--- src/rtl/serial_rx_pkg.sv ---
package serial_rx_pkg;
  typedef enum logic {
    RX_IDLE = 1'b0,
    RX_RUN  = 1'b1
  } rx_state_e;
endpackage

--- src/rtl/rx_sync.sv ---
module rx_sync #(
  parameter int STAGES = 2
) (
  input  logic clk_i,
  input  logic rst_ni,
  input  logic d_i,
  output logic q_o
);
  logic [STAGES-1:0] chain_q;

  // reset to 1 so the line reads idle after reset
  always_ff @(posedge clk_i or negedge rst_ni) begin
    if (!rst_ni) chain_q <= '1;
    else         chain_q <= {chain_q[STAGES-2:0], d_i};
  end

  assign q_o = chain_q[STAGES-1];
endmodule

--- src/rtl/rx_phase.sv ---
module rx_phase #(
  parameter int OVERSAMPLE = 4
) (
  input  logic clk_i,
  input  logic rst_ni,
  input  logic clr_i,
  input  logic run_i,
  output logic strobe_o
);
  localparam int CNT_W = $clog2(OVERSAMPLE);
  localparam logic [CNT_W-1:0] CENTRE = CNT_W'(OVERSAMPLE/2 - 1);

  logic [CNT_W-1:0] cnt_q;

  always_ff @(posedge clk_i or negedge rst_ni) begin
    if (!rst_ni)    cnt_q <= '0;
    else if (clr_i) cnt_q <= '0;
    else if (run_i) cnt_q <= cnt_q + 1'b1;
  end

  // fires on the edge where the counter MSB rises
  assign strobe_o = run_i && (cnt_q == CENTRE);

  p_strobe_gap_r3: assert property (@(posedge clk_i) disable iff (!rst_ni)
    strobe_o |=> !strobe_o);
  p_strobe_gap2_r3: assert property (@(posedge clk_i) disable iff (!rst_ni)
    strobe_o |-> ##2 !strobe_o);
  p_clear_defers_r3: assert property (@(posedge clk_i) disable iff (!rst_ni)
    clr_i |=> !strobe_o);
endmodule

--- src/rtl/rx_shift.sv ---
module rx_shift #(
  parameter int WIDTH = 8
) (
  input  logic             clk_i,
  input  logic             rst_ni,
  input  logic             shift_i,
  input  logic             bit_i,
  output logic [WIDTH-1:0] word_o
);
  always_ff @(posedge clk_i or negedge rst_ni) begin
    if (!rst_ni)      word_o <= '0;
    else if (shift_i) word_o <= {bit_i, word_o[WIDTH-1:1]};
  end

  p_shift_hold_r4: assert property (@(posedge clk_i) disable iff (!rst_ni)
    !shift_i |=> $stable(word_o));
endmodule

--- src/rtl/serial_rx_os4.sv ---
module serial_rx_os4
  import serial_rx_pkg::*;
#(
  parameter int DATA_BITS   = 8,
  parameter int SYNC_STAGES = 2
) (
  input  logic                 clk_i,
  input  logic                 rst_ni,
  input  logic                 rx_i,
  output logic [DATA_BITS-1:0] data_o,
  output logic                 valid_o
);
  localparam int OVERSAMPLE = 4;
  localparam int BCNT_W     = $clog2(DATA_BITS + 1);
  localparam logic [BCNT_W-1:0] LAST_BIT = BCNT_W'(DATA_BITS);

  rx_state_e         state_q;
  logic [BCNT_W-1:0] bit_cnt_q;
  logic              line, line_prev_q, fall;
  logic              strobe, running, shift_en, last_bit;
  logic [DATA_BITS-1:0] word;

  rx_sync #(.STAGES(SYNC_STAGES)) u_sync (
    .clk_i (clk_i),
    .rst_ni(rst_ni),
    .d_i   (rx_i),
    .q_o   (line)
  );

  always_ff @(posedge clk_i or negedge rst_ni) begin
    if (!rst_ni) line_prev_q <= 1'b1;
    else         line_prev_q <= line;
  end

  assign fall    = line_prev_q && !line;
  assign running = (state_q == RX_RUN);

  rx_phase #(.OVERSAMPLE(OVERSAMPLE)) u_phase (
    .clk_i   (clk_i),
    .rst_ni  (rst_ni),
    .clr_i   (!running),
    .run_i   (running),
    .strobe_o(strobe)
  );

  assign shift_en = strobe && (bit_cnt_q != '0);
  assign last_bit = strobe && (bit_cnt_q == LAST_BIT);

  rx_shift #(.WIDTH(DATA_BITS)) u_shift (
    .clk_i  (clk_i),
    .rst_ni (rst_ni),
    .shift_i(shift_en),
    .bit_i  (line),
    .word_o (word)
  );

  always_ff @(posedge clk_i or negedge rst_ni) begin
    if (!rst_ni) begin
      state_q   <= RX_IDLE;
      bit_cnt_q <= '0;
      valid_o   <= 1'b0;
      data_o    <= '0;
    end else begin
      valid_o <= 1'b0;
      case (state_q)
        RX_IDLE: begin
          bit_cnt_q <= '0;
          if (fall) state_q <= RX_RUN;
        end
        RX_RUN: begin
          if (strobe) begin
            if (bit_cnt_q == '0) begin
              // start-bit centre: high means noise
              if (line) state_q <= RX_IDLE;
              else      bit_cnt_q <= bit_cnt_q + 1'b1;
            end else if (last_bit) begin
              state_q   <= RX_IDLE;
              bit_cnt_q <= '0;
              valid_o   <= 1'b1;
              data_o    <= {line, word[DATA_BITS-1:1]};
            end else begin
              bit_cnt_q <= bit_cnt_q + 1'b1;
            end
          end
        end
        default: state_q <= RX_IDLE;
      endcase
    end
  end

  p_idle_wait_r1: assert property (@(posedge clk_i) disable iff (!rst_ni)
    (state_q == RX_IDLE && !fall) |=> state_q == RX_IDLE);
  p_valid_from_run_r2: assert property (@(posedge clk_i) disable iff (!rst_ni)
    valid_o |-> $past(state_q == RX_RUN));
  p_valid_pulse_r5: assert property (@(posedge clk_i) disable iff (!rst_ni)
    valid_o |=> !valid_o);
  p_data_hold_r5: assert property (@(posedge clk_i) disable iff (!rst_ni)
    !valid_o |-> $stable(data_o));
  p_false_start_r6: assert property (@(posedge clk_i) disable iff (!rst_ni)
    (running && strobe && bit_cnt_q == '0 && line) |=> (state_q == RX_IDLE && !valid_o));
  p_ready_after_last_r7: assert property (@(posedge clk_i) disable iff (!rst_ni)
    valid_o |-> state_q == RX_IDLE);
endmodule

--- config.mk ---
export PLATFORM = sky130hd
export DESIGN_NAME = serial_rx_os4
export DESIGN_NICKNAME = d
export VERILOG_FILES = /design/src/rtl/serial_rx_pkg.sv /design/src/rtl/rx_sync.sv /design/src/rtl/rx_phase.sv /design/src/rtl/rx_shift.sv /design/src/rtl/serial_rx_os4.sv
export SDC_FILE = /design/constraint.sdc
export NUM_CORES = 1
export LEC_CHECK = 0
export BUFFER_PORTS_ARGS = -buffer_cell sky130_fd_sc_hd__buf_2
export CORE_MARGIN = 1
export CORE_UTILIZATION = 53
export CTS_BUF_LIST = sky130_fd_sc_hd__clkbuf_8
export CTS_CLUSTER_SIZE = 8
export DETAILED_ROUTE_END_ITERATION = 6
export PLACE_DENSITY = 0.82
export SYNTH_ARGS = -nofsm -noshare
export SYNTH_HDL_FRONTEND = slang
export SYNTH_SLANG_ARGS = --single-unit
export TNS_END_PERCENT = 10
--- constraint.sdc ---
create_clock -name clk_i -period 1.5 [get_ports clk_i]
set_input_delay 0.075 -clock clk_i [delete_from_list [all_inputs] [get_ports clk_i]]
set_output_delay 0.075 -clock clk_i [all_outputs]
set_load 0.05 [all_outputs]
==> impl_metrics.toml, run 1 <==
[clock_network]
h-tree-depth = 1
path_clk_slew_ns = 0.08
clk_path_buf_depth = 2
ctsRootBufferMaster = "clkbuf_8"
worst_skew_pair.late_latency_ns = 0.27
cts_buffers = 3
cts_tree = "yes"
cts_num_sinks = 26

[detailed_routing]
via_count = 706
wl_per_cell_microns = 15.3
drt_first_pass_iters = 4
avgViaCountPerCell = 5.19
drc_errors = 0
antenna_left = 0
routed_wl_microns = 2080
first_iter_violations = 6

[sta]
setup_ws_ns = 0.0123
fin_tns_setup_ns = 0
finalSetupViolations = 0
hold_viol_final = 0
max_clock_freq_mhz = 672
max_slew_margin_pct = 62.1
post-route-period-util_pct = 99.2
report.final.slew_viol_count = 0
rsz0062_at_grt = "true"
worst_pin_slew_ns = 0.568
period_needed_ns = 1.49
skew_ns = 0.00488

[synth]
synth_most_common_cell = "dfrtp_1"
ys_seq_area_share_pct = 59.0
syn_area_sq_mm = 0.00111
synthAdderAreaFrac_pct = 3.38
ys_async_sr_fraction_pct = 100
synth_simple_gate_area_share_pct = 8.57
synth_xor_area_share_pct = 0
netlist_instances = 82
synth_top_area_share_pct = 51.9
synthTopCellsByArea = "dfrtp_1 52%, mux2_4 9.5%, dfstp_2 7.1%"
ys_ff_latch = 26
synth-edff-count = 0
synth_top_family_by_area = "multiplexers"
synth_ff_type = "dfrtp_1"
yosysWarnings = 0
synth_top_area_cell = "dfrtp_1"
syn-num-nets = 88
synthDistinctLibCells = 26
synthMuxAreaShare_pct = 17.6
synth_common_cells = "23 x dfrtp_1, 7 x mux2_4, 6 x inv_1"
synth.avg_cell_area_sq_um = 13.5
synth-compound-area-share_pct = 7.55

[power_and_ir_drop]
p_seq_share_pct = 45.0
p_leak_nw = 0.739
combPwrFrac_pct = 32.5
p_switching_uw = 577
powerDensity_mw_per_mm2 = 1370
power.internal_mw = 1.36
switching_share_pct = 29.8
clkPwrFrac_pct = 22.4
ir_worst_vdd_mv = 1.02
power_mw = 1.94

[placement]
dp.final_hpwl_microns = 1440
place_area_sq_mm = 0.00127
gp_congestion = 0.839
post-place-ws_ns = -0.0976
portBuffers = 11

[final_layout]
diodes = 0
drive_gt1_share_pct = 48.6
final_area_sq_mm = 0.00142
nets = 116
n_fill_cell = 167
area_delta_synth_final_pct = 27.6

[floorplanning]
die_area_sq_mm = 0.00228
start_util_pct = 56.6
dieWidth_microns = 47.8
fp.dieH_microns = 47.8
core_sq_mm = 0.00196
io_pins = 12
fp-row-count = 16

[worst_setup_path]
required_ns = 1.65
rrSetupSlack_ns = 0.01
cp.arrival_ns = 1.64
end_kind = "register"
startpoint_type = "register"
cp_max_fo = 6
critPathKind = "register to register"

[global_routing]
track_usage_pct = 21.4
grt_pass1_wl_microns = 3170
antenna_found_initial = 0
overflow = 0
grt_start_max_net_pins = 27
grt_pass1_vias = 692

[status]
status = "finished, final reports clean"

[flow_run]
maxCapViolCount = 0

[hold_path]
hp-class = "input pin to asynchronous set/reset pin"
worst paths after layout:
path | startpoint | end | cells after the start
max | bit_cnt_q[0] | data_o[3] | 6
min | rst_ni | bit_cnt_q[1] | 2
max reg2reg | bit_cnt_q[0] | data_o[3] | 6
min reg2reg | u_sync.chain_q[0] | u_sync.chain_q[1] | 0
max in group asynchronous | rst_ni | u_shift.word_o[1] | 2
min in group clk_i | u_sync.chain_q[0] | u_sync.chain_q[1] | 0
worst max-delay path, cell delays in order (launching register included):
cell	delay, ns
dfrtp_1	0.40
inv_2	0.08
ha_4	0.15
nand2b_4	0.06
or2_4	0.25
buf_8	0.14
mux2_4	0.29
sequential cells by signal (all words and copies together), names as in the netlist:
register,count
data_o,8
u_shift.word_o,7
bit_cnt_q,4
u_phase.cnt_q,2
u_sync.chain_q,2
line_prev_q,1
running,1
valid_o,1
placed cells by master, fill, tap and decap left out, types with 2 or more instances in the layout:
master,instances
buf_2,11
buf_4,11
clkbuf_8,4
dfrtp_1,23
dfstp_2,3
dlygate4sd3_1,2
ha_4,2
inv_1,3
inv_2,3
mux2_1,4
mux2_2,4
mux2_4,7
nand2_1,2
nand2b_1,2
nand3_1,2
nor2_1,5
o21ai_0,4
cell families (layout without fill, tap and decap cells):
kind of cell | count (synthesis) | count (layout)
fa+ha+maj | 3 | 3
compound gates | 12 | 12
buf+inv | 9 | 36
mux | 15 | 15
simple gates | 17 | 17
flops | 26 | 26
layout make-up:
class | count | area (sq um) | share of cell area (%)
clock buffer | 4 | 55.1 | 3.89
inverter | 6 | 22.5 | 1.59
multi-input combinational | 47 | 467 | 33.0
sequential | 26 | 654 | 46.2
tap | 27 | 33.8 | 2.39
timing repair buffer | 26 | 184 | 13.0
stage by stage:
step                      hold WS [ns]  utilization, %  cells
after floorplan                 -0.221               -     82
after global placement          0.0933            64.6    129
after detailed placement        0.0951            64.6    129
after CTS                        0.335            70.4    135
after global routing             0.369            72.2    136
final                            0.335            72.2    136
routing by layer:
| layer | up-vias | part of all wire [%] | GRT usage [%] |
|---|---|---|---|
| met3 | 4 | 2.1 | 4.53 |
| li1 | 340 | - | - |
| met4 | 0 | 2.0 | 10.0 |
| met5 | - | 0 | 0 |
| met2 | 12 | 54 | 35.9 |
| met1 | 350 | 42 | 26.3 |
what timing repair did:
action,4_1_cts,5_1_grt
hold buffers,2,0
pin swaps,3,2
endpoints found under the hold margin,24,0
resized for setup,11,5
setup buffers,0,1
endpoints found under the setup margin,18,17
power by group through the flow:
stage / clock network, mW / logic [mW] / registers (mW)
floorplan: 0 / 0.289 / 0.849
global placement: 0 / 0.465 / 0.862
detailed placement: 0 / 0.486 / 0.872
CTS: 0.451 / 0.564 / 0.861
global route: 0.471 / 0.697 / 0.884
finish: 0.435 / 0.630 / 0.872
Power figures use the tool's default switching activity.
==> inputs of run 2 (changes only) <==
- SETUP_SLACK_MARGIN: not set -> 0.3
==> run 2 against run 1 <==
Sequential share of layout area shrank 0.64 points; design area grew 1.4%; power grew 3.5%; highest routed layer unchanged; largest cell class unchanged; largest power group unchanged.
==> impl_metrics.toml, run 2 (synthesis results as in run 1) <==
[sta]
max_slew_margin_pct = 63.5
period_needed_ns = 1.49
report.final.slew_viol_count = 0
max_clock_freq_mhz = 672
worst_pin_slew_ns = 0.548
hold_viol_final = 0
finalSetupViolations = 0
setup_ws_ns = 0.0117
post-route-period-util_pct = 99.2
rsz0062_at_grt = "true"
hold_ws_ns = 0.316
skew_ns = 0.00670

[worst_setup_path]
cp_num_buf_inv = 2
critical-path-top-delay-family = "flip-flops"
cp_max_fo = 6
end_kind = "register"
crit_slowest_cell = "dfrtp_1"
cp.arrival_ns = 1.64
critPathKind = "register to register"
critPathMaxStageDelay_ns = 0.40
startpoint_type = "register"
required_ns = 1.65
worstPathCellList = "inv_2, ha_4, nand2b_4, or2_4, buf_8, mux2_4"

[detailed_routing]
first_iter_violations = 7
wl_per_cell_microns = 15.3
via_count = 713
drc_errors = 0
routed_wl_microns = 2090
antenna_left = 0
avgViaCountPerCell = 5.24
drt_first_pass_iters = 4

[placement]
post-place-ws_ns = -0.0976
gp_congestion = 0.839
post-place-cells = 129
portBuffers = 11
dp.final_hpwl_microns = 1440

[final_layout]
n_fill_cell = 162
layout_common_cells = "23 x dfrtp_1, 11 x buf_2, 10 x buf_4"
area_delta_synth_final_pct = 29.4
multi_input_area_sq_um = 483
fin_cells = 136
final_common_cell = "dfrtp_1"
post-route-util_pct = 73.2
diodes = 0
regArea_sq_um = 654
drive_gt1_share_pct = 50.5
top_regs = "data_o (8), u_shift.word_o (7), bit_cnt_q (4)"
nets = 116
largest_reg_flops = 8
top_register = "data_o"

[hold_path]
hp-class = "input pin to asynchronous set/reset pin"

[power_and_ir_drop]
powerDensity_mw_per_mm2 = 1400
p_leak_nw = 0.746
ir_worst_vdd_mv = 1.03
power_mw = 2.01

[clock_network]
path_clk_slew_ns = 0.09
ctsRootBufferMaster = "clkbuf_8"
cts_tree = "yes"
h-tree-depth = 1
clk_path_buf_depth = 2
cts_buffers = 3
cts_num_sinks = 26
worst_skew_pair.late_latency_ns = 0.27

[global_routing]
antenna_found_initial = 0
overflow = 0
grt_start_max_net_pins = 27
track_usage_pct = 21.9
grt_pass1_wl_microns = 3200
grt_pass1_vias = 689

[floorplanning]
io_pins = 12
fp.dieH_microns = 47.8
dieWidth_microns = 47.8
core_sq_mm = 0.00196
die_area_sq_mm = 0.00228
start_util_pct = 56.6
fp-row-count = 16

[status]
status = "finished, final reports clean"

[flow_run]
maxCapViolCount = 0
[run 2: cell count changes in the layout (fill, tap and decap cells not counted)]
cell,delta
buf_4,-1
a31o_2,-1
nor2_2,+1
a211oi_1,-1
buf_6,+1
nor2_1,-1
o21ai_0,-3
a31o_4,+1
a211oi_2,+1
o21ai_1,+3
[run 2: report_power, final]
part	switching (mW)	leakage, nW	internal (mW)
registers	0.0734	0.346	0.796
clock network	0.204	0.0288	0.234
logic	0.334	0.372	0.364
total	0.611	0.746	1.39
[run 2: final cells by class]
| cell class | count | area share (%) |
|---|---|---|
| Sequential cell | 26 | 45.6 |
| Inverter | 6 | 1.57 |
| Timing Repair Buffer | 26 | 13.1 |
| Tap cell | 27 | 2.35 |
| Clock buffer | 4 | 3.83 |
| Multi-Input combinational cell | 47 | 33.6 |
[run 2: per-stage QoR]
step	setup TNS (ns)	instance area [sq um]
2_1_floorplan	-0.0516	1110
3_3_place_gp	-0.251	1270
3_5_place_dp	-1.21	1270
4_1_cts	-0.0126	1430
5_1_grt	-0.288	1440
6_report	0	1440
[run 2: per-layer routing]
metal | track usage [%] | vias to the layer above | share of wire [%]
li1 | - | 344 | -
met1 | 27.0 | 349 | 42
met2 | 36.8 | 16 | 54
met3 | 4.53 | 4 | 2.5
met4 | 10.0 | 0 | 2.0
met5 | 0 | - | 0
[run 2: path summary, 6_finish.rpt]
| check | startpoint | endpoint | slack (ns) | depth (start not counted) |
|---|---|---|---|---|
| setup reg to reg | bit_cnt_q[0] | data_o[3] | 0.01 | 6 |
| min in group clk_i | u_sync.chain_q[0] | u_sync.chain_q[1] | 0.36 | 0 |
| hold / removal | rst_ni | bit_cnt_q[1] | 0.32 | 2 |
| setup / recovery | bit_cnt_q[0] | data_o[3] | 0.01 | 6 |
| max in group asynchronous | rst_ni | u_shift.word_o[1] | 0.81 | 2 |
| hold reg to reg | u_sync.chain_q[0] | u_sync.chain_q[1] | 0.36 | 0 |
[run 2: timing repair]
| item | CTS | global route |
|---|---|---|
| pin swaps | 8 | 3 |
| gates resized for setup | 18 | 5 |
| endpoints found under the hold margin | 24 | 0 |
| hold buffers | 2 | 0 |
| buffers inserted | 1 | 0 |
| endpoints found under the setup margin | 20 | 21 |
